==> src/rtl/atten_regs_pkg.sv <==
package atten_regs_pkg;
    localparam int CODE_W   = 8;
    localparam int DATA_W   = CODE_W + 1;
    localparam int ADDR_W   = 3;
    localparam int LOAD_BIT = CODE_W;
    localparam int NCHAN    = 2;

    localparam logic [ADDR_W-1:0] ADR_LEFT  = 3'd0;
    localparam logic [ADDR_W-1:0] ADR_RIGHT = 3'd1;
    localparam logic [ADDR_W-1:0] ADR_CTL   = 3'd2;
    localparam logic [ADDR_W-1:0] ADR_FMT   = 3'd3;
    localparam logic [ADDR_W-1:0] ADR_OUT   = 3'd4;

    localparam logic [CODE_W-1:0] CODE_UNITY = '1;

    typedef struct packed {
        logic [CODE_W-1:0] stg_l;
        logic [CODE_W-1:0] stg_r;
        logic [CODE_W-1:0] act_l;
        logic [CODE_W-1:0] act_r;
    } atten_state_t;

    typedef struct packed {
        logic [1:0] word_len;
        logic       dac_run;
        logic       deemph;
        logic       soft_mute;
    } ctl_reg_t;

    typedef struct packed {
        logic       zero_det;
        logic [1:0] rate;
        logic       clkout;
        logic       phase_inv;
        logic       slow_ro;
        logic       shared;
        logic       lr_pol;
        logic       fmt;
    } fmt_reg_t;

    typedef struct packed {
        logic       clkloss_off;
        logic [1:0] diff;
    } out_reg_t;

    typedef struct packed {
        ctl_reg_t ctl;
        fmt_reg_t fmt;
        out_reg_t outm;
    } mode_state_t;
endpackage

==> src/rtl/atten_stage.sv <==
module atten_stage
    import atten_regs_pkg::*;
(
    input  logic              clk,
    input  logic              rst_n,
    input  logic              wr_en,
    input  logic [ADDR_W-1:0] wr_addr,
    input  logic [DATA_W-1:0] wr_data,
    output logic [CODE_W-1:0] act_l,
    output logic [CODE_W-1:0] act_r
);
    atten_state_t st_d, st_q;
    logic         load_d;

    always_comb begin
        st_d   = st_q;
        load_d = 1'b0;
        if (wr_en) begin
            if (wr_addr == ADR_LEFT) begin
                st_d.stg_l = wr_data[CODE_W-1:0];
                load_d     = wr_data[LOAD_BIT];
            end else if (wr_addr == ADR_RIGHT) begin
                st_d.stg_r = wr_data[CODE_W-1:0];
                load_d     = wr_data[LOAD_BIT];
            end
        end
        if (load_d) begin
            st_d.act_l = st_d.stg_l;
            st_d.act_r = st_d.stg_r;
        end
    end

    always_ff @(posedge clk or negedge rst_n) begin
        if (!rst_n) begin
            st_q <= '{stg_l: CODE_UNITY, stg_r: CODE_UNITY,
                      act_l: CODE_UNITY, act_r: CODE_UNITY};
        end else begin
            st_q <= st_d;
        end
    end

    assign act_l = st_q.act_l;
    assign act_r = st_q.act_r;

    logic chan_wr, load_wr;
    assign chan_wr = wr_en && (wr_addr == ADR_LEFT || wr_addr == ADR_RIGHT);
    assign load_wr = chan_wr && wr_data[LOAD_BIT];


    active_hold_chk: assert property (@(posedge clk) disable iff (!rst_n)
        !load_wr |=> ($stable(st_q.act_l) && $stable(st_q.act_r)));


    load_left_chk: assert property (@(posedge clk) disable iff (!rst_n)
        (load_wr && wr_addr == ADR_LEFT) |=>
            (st_q.act_l == $past(wr_data[CODE_W-1:0]) && st_q.act_r == $past(st_q.stg_r)));


    load_right_chk: assert property (@(posedge clk) disable iff (!rst_n)
        (load_wr && wr_addr == ADR_RIGHT) |=>
            (st_q.act_r == $past(wr_data[CODE_W-1:0]) && st_q.act_l == $past(st_q.stg_l)));
endmodule

==> src/rtl/mode_bank.sv <==
module mode_bank
    import atten_regs_pkg::*;
(
    input  logic              clk,
    input  logic              rst_n,
    input  logic              wr_en,
    input  logic [ADDR_W-1:0] wr_addr,
    input  logic [DATA_W-1:0] wr_data,
    output mode_state_t       mode
);
    mode_state_t m_d, m_q;

    always_comb begin
        m_d = m_q;
        if (wr_en) begin
            case (wr_addr)
                ADR_CTL: begin
                    m_d.ctl.soft_mute = wr_data[0];
                    m_d.ctl.deemph    = wr_data[1];
                    m_d.ctl.dac_run   = wr_data[2];
                    m_d.ctl.word_len  = wr_data[4:3];
                end
                ADR_FMT: begin
                    m_d.fmt.fmt       = wr_data[0];
                    m_d.fmt.lr_pol    = wr_data[1];
                    m_d.fmt.shared    = wr_data[2];
                    m_d.fmt.slow_ro   = wr_data[3];
                    m_d.fmt.phase_inv = wr_data[4];
                    m_d.fmt.clkout    = wr_data[5];
                    m_d.fmt.rate      = wr_data[7:6];
                    m_d.fmt.zero_det  = wr_data[8];
                end
                ADR_OUT: begin
                    m_d.outm.diff        = wr_data[5:4];
                    m_d.outm.clkloss_off = wr_data[6];
                end
                default: ;
            endcase
        end
    end

    always_ff @(posedge clk or negedge rst_n) begin
        if (!rst_n) m_q <= '0;
        else        m_q <= m_d;
    end

    assign mode = m_q;


    ignored_write_chk: assert property (@(posedge clk) disable iff (!rst_n)
        (!wr_en || wr_addr > ADR_OUT) |=> $stable(m_q));


    fmt_write_chk: assert property (@(posedge clk) disable iff (!rst_n)
        (wr_en && wr_addr == ADR_FMT) |=> (m_q.fmt.shared == $past(wr_data[2])));
endmodule

==> src/rtl/chan_route.sv <==
module chan_route
    import atten_regs_pkg::*;
(
    input  logic                          clk,
    input  logic                          rst_n,
    input  logic [CODE_W-1:0]             act_l,
    input  logic [CODE_W-1:0]             act_r,
    input  logic                          shared,
    output logic [NCHAN-1:0][CODE_W-1:0]  code,
    output logic [NCHAN-1:0]              mute,
    output logic [NCHAN-1:0][CODE_W-1:0]  depth
);
    logic [NCHAN-1:0][CODE_W-1:0] src;

    always_comb begin
        src[0] = act_l;
        src[1] = shared ? act_l : act_r;
    end

    for (genvar ch = 0; ch < NCHAN; ch++) begin : g_chan
        always_comb begin
            code[ch]  = src[ch];
            mute[ch]  = (src[ch] == '0);
            depth[ch] = CODE_UNITY - src[ch];
        end


        mute_depth_chk: assert property (@(posedge clk) disable iff (!rst_n)
            mute[ch] |-> (depth[ch] == CODE_UNITY));
    end


    shared_follow_chk: assert property (@(posedge clk) disable iff (!rst_n)
        shared |-> (code[1] == code[0] && mute[1] == mute[0]));
endmodule

==> src/rtl/stereo_atten_regs.sv <==
module stereo_atten_regs
    import atten_regs_pkg::*;
(
    input  logic              clk,
    input  logic              rst_n,
    input  logic              wr_en,
    input  logic [ADDR_W-1:0] wr_addr,
    input  logic [DATA_W-1:0] wr_data,
    output logic [CODE_W-1:0] left_code,
    output logic [CODE_W-1:0] right_code,
    output logic              left_mute,
    output logic              right_mute,
    output logic [CODE_W-1:0] left_depth,
    output logic [CODE_W-1:0] right_depth,
    output logic              soft_mute,
    output logic              deemph_en,
    output logic              dac_run,
    output logic [1:0]        word_len,
    output logic              fmt_i2s,
    output logic              lr_polarity,
    output logic              shared_level,
    output logic              slow_rolloff,
    output logic              phase_invert,
    output logic              clkout_sel,
    output logic [1:0]        rate_sel,
    output logic              zero_detect_en,
    output logic [1:0]        diff_mode,
    output logic              clkloss_off
);
    logic [CODE_W-1:0]            act_l, act_r;
    mode_state_t                  mode;
    logic [NCHAN-1:0][CODE_W-1:0] code, depth;
    logic [NCHAN-1:0]             mute;

    atten_stage u_stage (
        .clk(clk), .rst_n(rst_n), .wr_en(wr_en), .wr_addr(wr_addr),
        .wr_data(wr_data), .act_l(act_l), .act_r(act_r)
    );

    mode_bank u_mode (
        .clk(clk), .rst_n(rst_n), .wr_en(wr_en), .wr_addr(wr_addr),
        .wr_data(wr_data), .mode(mode)
    );

    chan_route u_route (
        .clk(clk), .rst_n(rst_n), .act_l(act_l), .act_r(act_r),
        .shared(mode.fmt.shared), .code(code), .mute(mute), .depth(depth)
    );

    assign left_code      = code[0];
    assign right_code     = code[1];
    assign left_mute      = mute[0];
    assign right_mute     = mute[1];
    assign left_depth     = depth[0];
    assign right_depth    = depth[1];
    assign soft_mute      = mode.ctl.soft_mute;
    assign deemph_en      = mode.ctl.deemph;
    assign dac_run        = mode.ctl.dac_run;
    assign word_len       = mode.ctl.word_len;
    assign fmt_i2s        = mode.fmt.fmt;
    assign lr_polarity    = mode.fmt.lr_pol;
    assign shared_level   = mode.fmt.shared;
    assign slow_rolloff   = mode.fmt.slow_ro;
    assign phase_invert   = mode.fmt.phase_inv;
    assign clkout_sel     = mode.fmt.clkout;
    assign rate_sel       = mode.fmt.rate;
    assign zero_detect_en = mode.fmt.zero_det;
    assign diff_mode      = mode.outm.diff;
    assign clkloss_off    = mode.outm.clkloss_off;
endmodule

==> config.mk <==
export PLATFORM = sky130hd
export DESIGN_NAME = stereo_atten_regs
export DESIGN_NICKNAME = d
export VERILOG_FILES = /design/src/rtl/atten_regs_pkg.sv /design/src/rtl/atten_stage.sv /design/src/rtl/mode_bank.sv /design/src/rtl/chan_route.sv /design/src/rtl/stereo_atten_regs.sv
export SDC_FILE = /design/constraint.sdc
export NUM_CORES = 1
export LEC_CHECK = 0
export BUFFER_PORTS_ARGS = -buffer_cell sky130_fd_sc_hd__clkbuf_2
export CAP_MARGIN = 15
export CORE_ASPECT_RATIO = 1.25
export CORE_UTILIZATION = 40
export DETAILED_ROUTE_END_ITERATION = 6
export PLACE_DENSITY = 0.63
export SYNTH_ARGS = -nofsm -noshare
export SYNTH_HDL_FRONTEND = slang
export SYNTH_HIERARCHICAL = 1
export SYNTH_SLANG_ARGS = --single-unit
==> constraint.sdc <==
create_clock -name clk -period 2.44 [get_ports clk]
set_clock_uncertainty 0.05 [all_clocks]
set_input_delay 0.122 -clock clk [delete_from_list [all_inputs] [get_ports clk]]
set_output_delay 0.122 -clock clk [all_outputs]
set_load 0.01 [all_outputs]
======== After elaboration in Yosys (flattened, before gate mapping) ========
Index checks and enable logic that the tools add are counted.
word-level totals
  flip-flop bits (word level) ............. 49
  input bits .............................. 15
  output and inout bits ................... 51
operators by class
  add/sub/neg operators ................... 2
  equal/unequal tests ..................... 4
  muxes and demuxes ....................... 8
  reductions and logical operators ........ 6
operators by type and width
  kind                                                 number
  two-way mux 8 bit                                    4
  logical NOT 8 bit                                    2
  two-way mux 16 bit                                   1
  subtractor 8 bit, first input constant               2
  equality test 3 x 2 -> 1 bit, second input constant  2
  AND reduction 2 bit                                  3
  equality test 3 x 1 -> 1 bit, second input constant  1
  equality test 3 bit, second input constant           1
  logical NOT 3 bit                                    1
  two-way mux 1 bit                                    3

======== Longest topological paths before layout ========
Gate-level depths: netlist of run 1.
  depth in word-level cells ............... 4
  gate-level depth with buffers ........... 4
  gate-level depth less buffers ........... 3

======== Hierarchy ========
The synthesis of run 1 kept the hierarchy.
by module, submodules not included
  module       instances  cells an instance  area an instance (um^2)  sequential area each (um^2)
  atten_stage  1          104                1579.0                   840.8
  mode_bank    1          37                 684.4                    425.4
  chan_route   1          40                 266.5                    0.0

======== Worst setup path after synthesis of run 1 ========
OpenSTA, ideal clock, no wires.
  path type ............................... register to output
  start point ............................. register u_stage.st_q (netlist bit u_stage/act_l[3])
  end point ............................... output right_mute
  arrival ................................. 1.316 ns
  slack ................................... 0.952 ns
  stages on the path, launching flop included .. 5
  cells stage by stage .................... dfstp_2 buf_4 or4_4 nor2_4 a21o_1
between the ends
  longest elaborated chain between the ends .. 2
ends and longest elaborated chain
  element                   RTL line                 RTL
  start: declaration        atten_stage.sv:12        atten_state_t st_d, st_q;
  start signal: assignment  atten_stage.sv:35        st_q <= '{stg_l: CODE_UNITY, stg_r: CODE_UNITY,
  start signal: assignment  atten_stage.sv:38        st_q <= st_d;
  two-way mux 8 bit         chan_route.sv:17         src[1] = shared ? act_l : act_r;
  logical NOT 8 bit         chan_route.sv:23         mute[ch] = (src[ch] == '0);
  end: declaration          stereo_atten_regs.sv:12  output logic right_mute,
No other way between the ends.

======== Worst setup path in the final report of run 1 ========
  start point ............................. register u_stage.st_q (netlist bit u_stage/act_r[3])
  end point ............................... output right_mute
Same word-level chain as after synthesis.

==> results of run 1 <==
==> flip-flops by register name, indices dropped and copies added (netlist names) <==
name / count
u_mode/mode: 17
u_stage/act_l: 8
u_stage/st_q: 16
u_stage/act_r: 8
==> kinds of logic (layout without fill, tap and decap cells) <==
group / count (synthesis) / after routing
simple gates: 12 / 12
compound gates: 1 / 1
mux: 73 / 73
flops: 49 / 49
buf+inv: 46 / 95
==> final timing paths <==
path,end,cells after the start,startpoint,slack [ps]
min in group asynchronous,u_mode/mode[5]$_DFFE_PN0P_,2,rst_n,430
min,u_mode/mode[11]$_DFFE_PN0P_,2,wr_data[8],40
max,right_mute,4,u_stage/act_r[3]$_DFFE_PN1P_,640
min reg2reg,u_mode/mode[16]$_DFFE_PN0P_,1,u_mode/mode[16]$_DFFE_PN0P_,460
max in group asynchronous,u_stage/act_l[3]$_DFFE_PN1P_,3,rst_n,1190
max reg2reg,u_mode/mode[5]$_DFFE_PN0P_,1,u_mode/mode[5]$_DFFE_PN0P_,1350
==> placed cells by master, fill, tap and decap left out <==
cell type and instances:
clkbuf_16 1, buf_4 5, mux2i_1 8, or4_4 2
and4bb_4 2, clkbuf_8 6, nor4b_4 1, dlygate4sd3_1 1
clkbuf_1 1, a21o_1 1, nor3_1 1, nor4bb_1 1
dfrtp_1 17, nor4bb_4 1, nand4b_4 1, dfstp_2 32
mux2_4 3, clkbuf_2 65, or4_1 2, nor2_4 1
mux2_2 62, inv_1 16
==> metal layers <==
metal,routed length [microns],vias to the layer above
met1,1824,736
met4,51,0
met3,110,8
li1,-,694
met5,0,-
met2,2640,13
==> per-stage QoR <==
stage          instances  hold WS (ps)  setup WS (ps)
2_1_floorplan        181        -223.6          951.6
4_1_cts              315         26.08          611.1
5_1_grt              315         29.86          536.6
6_report             315         40.36          644.8
3_3_place_gp         306         224.8          815.8
3_5_place_dp         306         235.7          766.3
==> final cells by class <==
type	instances	area [sq um]	area share
clock buffer	8	111.4	0.03818
inverter	16	60.06	0.02059
multi-input combinational	86	999.7	0.3428
sequential	49	1266	0.4341
tap	85	106.4	0.03647
timing repair buffer	71	372.9	0.1278
==> what timing repair did <==
| action | CTS | global route |
|---|---|---|
| endpoints found under the hold margin | 17 | 0 |
| setup endpoints to repair | 0 | 0 |
| hold buffers | 1 | 0 |
==> critical path: cells and delay by family, from the launching register on <==
| kind | cells | cell delay (ps) |
|---|---|---|
| simple gates | 2 | 720 |
| flops | 1 | 380 |
| buf+inv | 1 | 120 |
| compound gates | 1 | 100 |
==> report_power, final <==
part           leakage (nW)  switching, mW  internal, mW  total [mW]
sequential            0.540          0.161          1.12        1.28
combinational         0.766          0.392         0.439       0.831
clock                0.0566          0.255         0.293       0.547
==> results.py, run 1 <==
metrics = {
    "outcome": {
        "run_status": "finished, final reports clean",
    },
    "synth": {
        "avgSynthCellArea_sq_um": 13.98,
        "ys_seq_area_frac": 0.5005,
        "synth_simple_gate_area_share": 0.06083,
        "syn_nets": 196,
        "synth_top_area_cell": "dfstp_2",
        "synth_area_leaders": "dfstp_2 (33%), mux2_2 (28%), dfrtp_1 (17%), buf_4 (7.4%), mux2i_1 (3.2%)",
        "post-synth-top-area-fraction": 0.3323,
        "synth_ff_type": "dfstp_2",
        "synth_top_family_by_area": "multiplexers",
        "synth_seq_cells": 49,
        "synth_common_cells": "mux2_2 (62), dfstp_2 (32), buf_4 (25)",
        "synth_edf_count": 0,
        "yosysMostFrequentCell": "mux2_2",
        "synthAdderAreaFrac": 0,
        "synthMuxAreaShare": 0.3254,
        "synthArstFlopShare": 1.000,
        "synth-xor-area-share": 0,
        "syn-cell-area_sq_um": 2530,
        "synth-compound-area-share": 0.002967,
        "yosysWarnings": 6,
        "synth.distinct_cells": 18,
        "synthCells": 181,
    },
    "finish": {
        "fin_nets": 244,
        "final_util": 0.4761,
        "design_area_sq_um": 2917,
        "nFillCells": 567,
        "drive_above_1_share": 0.7913,
        "num_antenna_cells": 0,
        "area_growth_pct": 15.28,
    },
    "detailed_routing": {
        "route.vias.total": 1451,
        "drt_first_pass_iters": 4,
        "wire_per_inst_microns": 14.69,
        "wl_microns": 4626,
        "ant_nets": 0,
        "drc": 0,
        "via_per_inst": 4.606,
        "drt_iter0_markers": 60,
    },
    "critical_path": {
        "endpoint_kind": "output port",
        "path_cells": "or4_1, nor3_1, a21o_1, clkbuf_2",
        "crit_fanout": 3,
        "worstPathRequired_ps": 2270,
        "critPathKind": "reg2out",
        "crit_slowest_cell": "or4_1",
        "worst_setup_path_start_kind": "flop",
        "worstPathArrival_ps": 1620,
        "max_stage_delay_ps": 530,
    },
    "job": {
        "maxCapViolCount": 0,
    },
    "global_routing": {
        "grt_usage": 0.1547,
        "antenna_found_initial": 0,
        "grt_max_degree": 37,
        "grt.met1_usage": 0.1769,
        "grt_pass1_wl_microns": 7679,
        "use_met3": 0.03571,
        "met2_usage": 0.2793,
        "grt_pass1_vias": 1540,
        "top_usage_layer": "met2",
        "grt_overflow": 0,
    },
    "sta": {
        "worst_slew_pin_slew_ps": 901.1,
        "finalCritPeriodShare": 0.7358,
        "finalCriticalPeriod_ps": 1795,
        "max_slew_margin": 0.3993,
        "setup_viol_count_final": 0,
        "tns_ps": 0,
        "maxSlewViolCount": 0,
        "grt_setup_unrepaired": "no",
        "fmax_mhz": 557.0,
        "hold_viol": 0,
    },
    "power": {
        "irDropWorstVdd_mv": 0.3457,
        "power_leakage_nw": 1.362,
        "total_power_mw": 2.658,
        "cellPowerDensity_nw_per_um2": 911.3,
    },
    "placement": {
        "placed_area_sq_um": 2795,
        "gp_congestion": 0.7004,
        "port_buffers": 65,
        "place_hpwl_microns": 3390,
    },
    "clock_network": {
        "clk_latency_ps": 300,
        "cts_max_path_buffers": 2,
        "cts_max_level": 2,
        "numCtsBuffers": 5,
        "tritoncts": "built",
        "cts_resized": 0,
        "cts_root_buf": "clkbuf_8",
        "post_cts_buffers": 0,
        "cts.sinks": 49,
        "clk_pin_slew_ps": 80,
    },
    "floorplan": {
        "start_util": 0.4130,
        "die_h_microns": 90.92,
        "rows": 32,
        "core-area_sq_um": 6126,
        "die_area_sq_um": 6649,
        "io_pins": 66,
        "die_x_microns": 73.13,
    },
    "hold_path": {
        "hp-class": "in2reg",
    },
}
(Power assumes the default switching activity.)
==> run 2: changes to the inputs <==
- PLACE_DENSITY: 0.63 -> 0.66
- clock period: 2.44 -> 1.65 ns (I/O delays scaled with it)
==> run 2 against run 1 <==
  * Worst hold slack lost 12 ps
  * Clock power grew 39%
  * Via count grew 4.3%
  * Register-to-register slack lost 740 ps
  * Clock-buffer cell count shrank 1
  * Design area grew 1.3%
  * First-iteration DRC count shrank 22%
  * Routed wire length grew 0.89%
  * Critical endpoint unchanged
  * Sequential share of layout area shrank 0.51 points
  * Die area is the same
  * Worst setup slack lost 730 ps
  * The run now ends with negative setup slack left
==> results.py, run 2 (same netlist as run 1, synthesis figures left out) <==
metrics = {
    "finish": {
        "area_growth_pct": 16.77,
        "drive_above_1_share": 0.8069,
        "fin_nets": 247,
        "final_cell_mix": "clkbuf_2 (63), mux2_2 (62), dfstp_2 (32), dfrtp_1 (16), inv_1 (16)",
        "largest_reg_flops": 17,
        "regArea_sq_um": 1267,
        "num_antenna_cells": 0,
        "nFillCells": 560,
        "multi_input_area_sq_um": 1008,
        "final_common_cell": "clkbuf_2",
    },
    "sta": {
        "finalCriticalPeriod_ps": 1736,
        "setup_ws_ps": -85.98,
        "grt_setup_unrepaired": "yes",
        "finalCritPeriodShare": 1.052,
        "setup_viol_count_final": 1,
        "worst_slew_pin_slew_ps": 616.9,
        "maxSlewViolCount": 0,
        "fmax_mhz": 576.0,
        "max_slew_margin": 0.5887,
        "hold_viol": 0,
        "tns_ps": -85.98,
    },
    "global_routing": {
        "grt_overflow": 0,
        "grt_max_degree": 50,
        "grt_usage": 0.1524,
        "grt_pass1_wl_microns": 7617,
        "antenna_found_initial": 0,
        "grt_pass1_vias": 1533,
    },
    "detailed_routing": {
        "ant_nets": 0,
        "wl_microns": 4667,
        "via_per_inst": 4.758,
        "drc": 0,
        "wire_per_inst_microns": 14.68,
        "drt_first_pass_iters": 4,
        "drt_iter0_markers": 47,
        "route.vias.total": 1513,
    },
    "critical_path": {
        "worstPathArrival_ps": 1600,
        "endpoint_kind": "output port",
        "crit_fanout": 4,
        "worstPathRequired_ps": 1520,
        "rr_endpoint": "u_stage/act_l[1]$_DFFE_PN1P_",
        "r2r_start": "u_stage/st_q[25]$_DFF_PN1_",
        "critPathKind": "reg2out",
        "reg2reg_depth": 2,
        "worst_setup_path_start_kind": "flop",
        "rrSetupSlack_ps": 610,
    },
    "floorplan": {
        "io_pins": 66,
        "rows": 32,
        "die_area_sq_um": 6649,
        "start_util": 0.4130,
        "die_h_microns": 90.92,
        "core-area_sq_um": 6126,
        "die_x_microns": 73.13,
    },
    "clock_network": {
        "tritoncts": "built",
        "cts_root_buf": "clkbuf_8",
        "cts_max_path_buffers": 2,
        "cts_max_level": 2,
        "numCtsBuffers": 5,
        "cts.sinks": 49,
        "clk_pin_slew_ps": 90,
        "clk_latency_ps": 290,
    },
    "power": {
        "power_leakage_nw": 1.382,
        "irDropWorstVdd_mv": 0.7993,
        "cellPowerDensity_nw_per_um2": 1327,
    },
    "hold_path": {
        "min-delay-start": "wr_data[7]",
        "hold_end": "u_mode/mode[10]$_DFFE_PN0P_",
        "min_path_cells": 2,
        "hp-class": "in2reg",
    },
    "placement": {
        "gp_congestion": 0.7126,
        "preCtsSetupSlack_ps": 232.2,
        "place_hpwl_microns": 3351,
        "port_buffers": 65,
    },
    "job": {
        "maxCapViolCount": 0,
    },
    "outcome": {
        "violations": "negative setup slack",
        "run_status": "finished, violations left",
    },
}
-- run 2: worst max path at each step --
stage | start | endpoint | slack, ps | depth (start not counted)
after global routing | u_stage/act_r[6]$_DFFE_PN1P_ | right_mute | -150 | 4
final | u_stage/act_l[4]$_DFFE_PN1P_ | right_mute | -90 | 4
after detailed placement | u_stage/act_r[3]$_DFFE_PN1P_ | right_mute | 230 | 4
after global placement | u_stage/act_r[3]$_DFFE_PN1P_ | right_mute | 240 | 4
after CTS | u_stage/act_r[3]$_DFFE_PN1P_ | right_mute | -100 | 4
after floorplan | u_stage/act_l[3]$_DFFE_PN1P_ | right_mute | 200 | 4
-- run 2: critical path: stages (launching register included) --
cell and delay, ps:
dfstp_2 390, or4_4 550, nor2_4 120, a21o_1 120, buf_2 120
-- run 2: cell type report --
class | count | area share
sequential | 49 | 0.4291
clock inverter | 1 | 0.001694
inverter | 16 | 0.02033
clock buffer | 7 | 0.03261
multi-input combinational | 86 | 0.3414
tap | 85 | 0.03600
timing repair buffer | 74 | 0.1389
-- run 2: repair_timing --
item | 4_1_cts | 5_1_grt
pin swaps | 0 | 3
hold buffers | 2 | 0
resized for setup | 1 | 4
endpoints found under the setup margin | 10 | 2
setup buffers | 0 | 2
endpoints found under the hold margin | 18 | 0
cloned | 0 | 0
-- run 2: where the power goes --
group / switching [mW] / internal, mW / total, mW
sequential: 0.238 / 1.65 / 1.89
combinational: 0.593 / 0.676 / 1.27
clock: 0.379 / 0.379 / 0.759
total: 1.21 / 2.71 / 3.92
-- run 2: routing by layer --
layer | vias up | routed length (microns) | global-route usage
li1 | 703 | - | -
met1 | 780 | 1916 | 0.1663
met2 | 24 | 2548 | 0.2785
met3 | 6 | 140 | 0.03571
met4 | 0 | 62 | 0.05392
met5 | - | 0 | 0
-- run 2: through the flow --
| step | cells | instance area [sq um] | hold slack (ps) | utilization | total power, mW |
|---|---|---|---|---|---|
| 5_1_grt | 318 | 2954 | 36.76 | 0.4822 | 4.173 |
| 6_report | 318 | 2954 | 28.42 | 0.4822 | 3.921 |
| 4_1_cts | 316 | 2930 | 22.12 | 0.4784 | 3.952 |
| 3_3_place_gp | 306 | 2808 | 174.7 | 0.4583 | 3.140 |
| 3_5_place_dp | 306 | 2808 | 176.5 | 0.4583 | 3.173 |
| 2_1_floorplan | 181 | 2530 | -263.1 | - | 2.845 |
==> run 3: changes to the inputs <==
==> constraint.sdc (replaced) <==
create_clock -name clk -period 1.65 [get_ports clk]
set_clock_uncertainty 0.05 [all_clocks]
set_input_delay 0.33 -clock clk [delete_from_list [all_inputs] [get_ports clk]]
set_output_delay 0.33 -clock clk [all_outputs]
set_load 0.01 [all_outputs]
==> run 3 against run 2 <==
  * Routed wire length down 2.2%
  * Combinational power up 31%
  * Clock power up 12%
  * The run still ends with negative setup slack left
  * Die area unchanged
  * Sequential cell count unchanged
  * Critical path type unchanged
  * Critical endpoint unchanged
  * Utilization up 3.9 points
  * Worst setup slack worse by 200 ps
==> results.py, run 3 (same netlist as run 1, synthesis figures left out) <==
metrics = {
    "sta": {
        "hold_viol": 0,
        "finalCriticalPeriod_ps": 1940,
        "fmax_mhz": 515.6,
        "grt_setup_unrepaired": "yes",
        "tns_ps": -663.7,
        "finalCritPeriodShare": 1.176,
        "setup_viol_count_final": 13,
        "setup_ws_ps": -289.6,
        "max_slew_margin": 0.8112,
        "maxSlewViolCount": 0,
        "whs_ps": 238.3,
        "worst_slew_pin_slew_ps": 282.7,
    },
    "clock_network": {
        "tritoncts": "built",
        "cts_root_buf": "clkbuf_8",
        "cts_max_level": 2,
        "numCtsBuffers": 5,
        "cts.sinks": 49,
        "cts_max_path_buffers": 2,
        "clk_pin_slew_ps": 80,
        "clk_latency_ps": 290,
    },
    "hold_path": {
        "min_path_cells": 2,
        "hp-class": "in2reg",
    },
    "detailed_routing": {
        "drt_iter0_markers": 13,
        "route.vias.total": 1502,
        "wl_microns": 4564,
        "drc": 0,
        "wire_per_inst_microns": 13.96,
        "via_per_inst": 4.593,
        "ant_nets": 0,
        "drt_first_pass_iters": 3,
    },
    "placement": {
        "gp_congestion": 0.6867,
        "placed_area_sq_um": 2915,
        "preCtsSetupSlack_ps": -19.60,
        "placed_cells": 317,
        "place_hpwl_microns": 3243,
        "port_buffers": 65,
    },
    "global_routing": {
        "grt_max_degree": 50,
        "grt_pass1_vias": 1388,
        "grt_usage": 0.1450,
        "grt_overflow": 0,
        "antenna_found_initial": 0,
        "grt_pass1_wl_microns": 7279,
    },
    "floorplan": {
        "die_x_microns": 73.13,
        "start_util": 0.4130,
        "io_pins": 66,
        "rows": 32,
        "core-area_sq_um": 6126,
        "die_h_microns": 90.92,
        "die_area_sq_um": 6649,
    },
    "power": {
        "cellPowerDensity_nw_per_um2": 1371,
        "seqPwrFrac": 0.425,
        "irDropWorstVdd_mv": 0.7030,
        "clock_power_share": 0.195,
        "p_int_mw": 3.076,
        "total_power_mw": 4.374,
        "comb_power_share": 0.380,
        "swShare": 0.2969,
        "power_leakage_nw": 1.445,
        "switchingPower_mw": 1.299,
    },
    "critical_path": {
        "critPathKind": "reg2out",
        "worstPathRequired_ps": 1270,
        "rrSetupSlack_ps": 620,
        "endpoint_kind": "output port",
        "crit_fanout": 2,
        "reg2reg_depth": 2,
        "worstPathArrival_ps": 1560,
        "worst_setup_path_start_kind": "flop",
    },
    "job": {
        "maxCapViolCount": 0,
    },
    "finish": {
        "final_cell_mix": "mux2_2 (62), clkbuf_2 (54), dfstp_2 (32), dfrtp_1 (16), inv_1 (15)",
        "area_growth_pct": 26.11,
        "num_antenna_cells": 0,
        "final_cells": 327,
        "design_area_sq_um": 3191,
        "drive_above_1_share": 0.8554,
        "fin_nets": 256,
        "regArea_sq_um": 1267,
        "final_util": 0.5208,
        "multi_input_area_sq_um": 1104,
        "final_common_cell": "mux2_2",
        "nFillCells": 513,
        "largest_reg_flops": 17,
    },
    "outcome": {
        "run_status": "finished, violations left",
        "violations": "negative setup slack",
    },
}
## run 3: cell count changes in the layout (fill, tap and decap cells not counted), moves of 2 or more
cell,change
mux2i_1,-8
buf_4,+7
buf_12,+2
clkbuf_2,-9
buf_6,+3
mux2i_4,+7
buf_2,+6
## run 3: final timing paths
check / start / end
max: u_stage/act_r[6]$_DFFE_PN1P_ / right_mute
min in group asynchronous: rst_n / u_mode/mode[4]$_DFFE_PN0P_
max in group asynchronous: rst_n / u_stage/st_q[29]$_DFF_PN1_
max reg2reg: u_stage/st_q[17]$_DFF_PN1_ / u_stage/act_r[1]$_DFFE_PN1P_
min: wr_data[8] / u_mode/mode[11]$_DFFE_PN0P_
min reg2reg: u_mode/mode[3]$_DFFE_PN0P_ / u_mode/mode[3]$_DFFE_PN0P_
## run 3: repair_timing
item                                    in CTS  in global routing
pin swaps                                    0                  1
hold buffers                                 1                  0
endpoints found under the setup margin      13                 18
setup buffers                                0                  0
resized for setup                           13                 23
cloned                                       1                  0
hold endpoints to repair                    17                  0
## run 3: layout make-up
type                            instances  share of cell area
Clock inverter                          1            0.009412
Tap cell                               85             0.03333
Multi-Input combinational cell         86              0.3459
Clock buffer                            7             0.02706
Sequential cell                        49              0.3973
Timing Repair Buffer                   83              0.1682
Inverter                               16             0.01882
## run 3: worst max-delay path, cell delays in order, from the launching register on
cell and delay [ps]:
dfstp_2 370, or4_4 530, nor3_2 160, a21o_1 100
buf_2 120
## run 3: per-layer routing
layer | vias to the layer above | global-route usage | routed length [microns]
met5 | - | 0 | 0
met4 | 0 | 0.04412 | 56
met3 | 5 | 0.02790 | 180
met2 | 44 | 0.2230 | 2189
met1 | 729 | 0.2048 | 2138
li1 | 724 | - | -
## run 3: power by group through the flow
stage                     clock network, mW  logic, mW  registers (mW)
after floorplan                           0       1.03            1.82
after global placement                    0       1.43            1.83
after detailed placement                  0       1.44            1.85
after CTS                             0.889       1.57            1.85
after global routing                  0.926       1.80            1.91
final                                 0.853       1.66            1.86
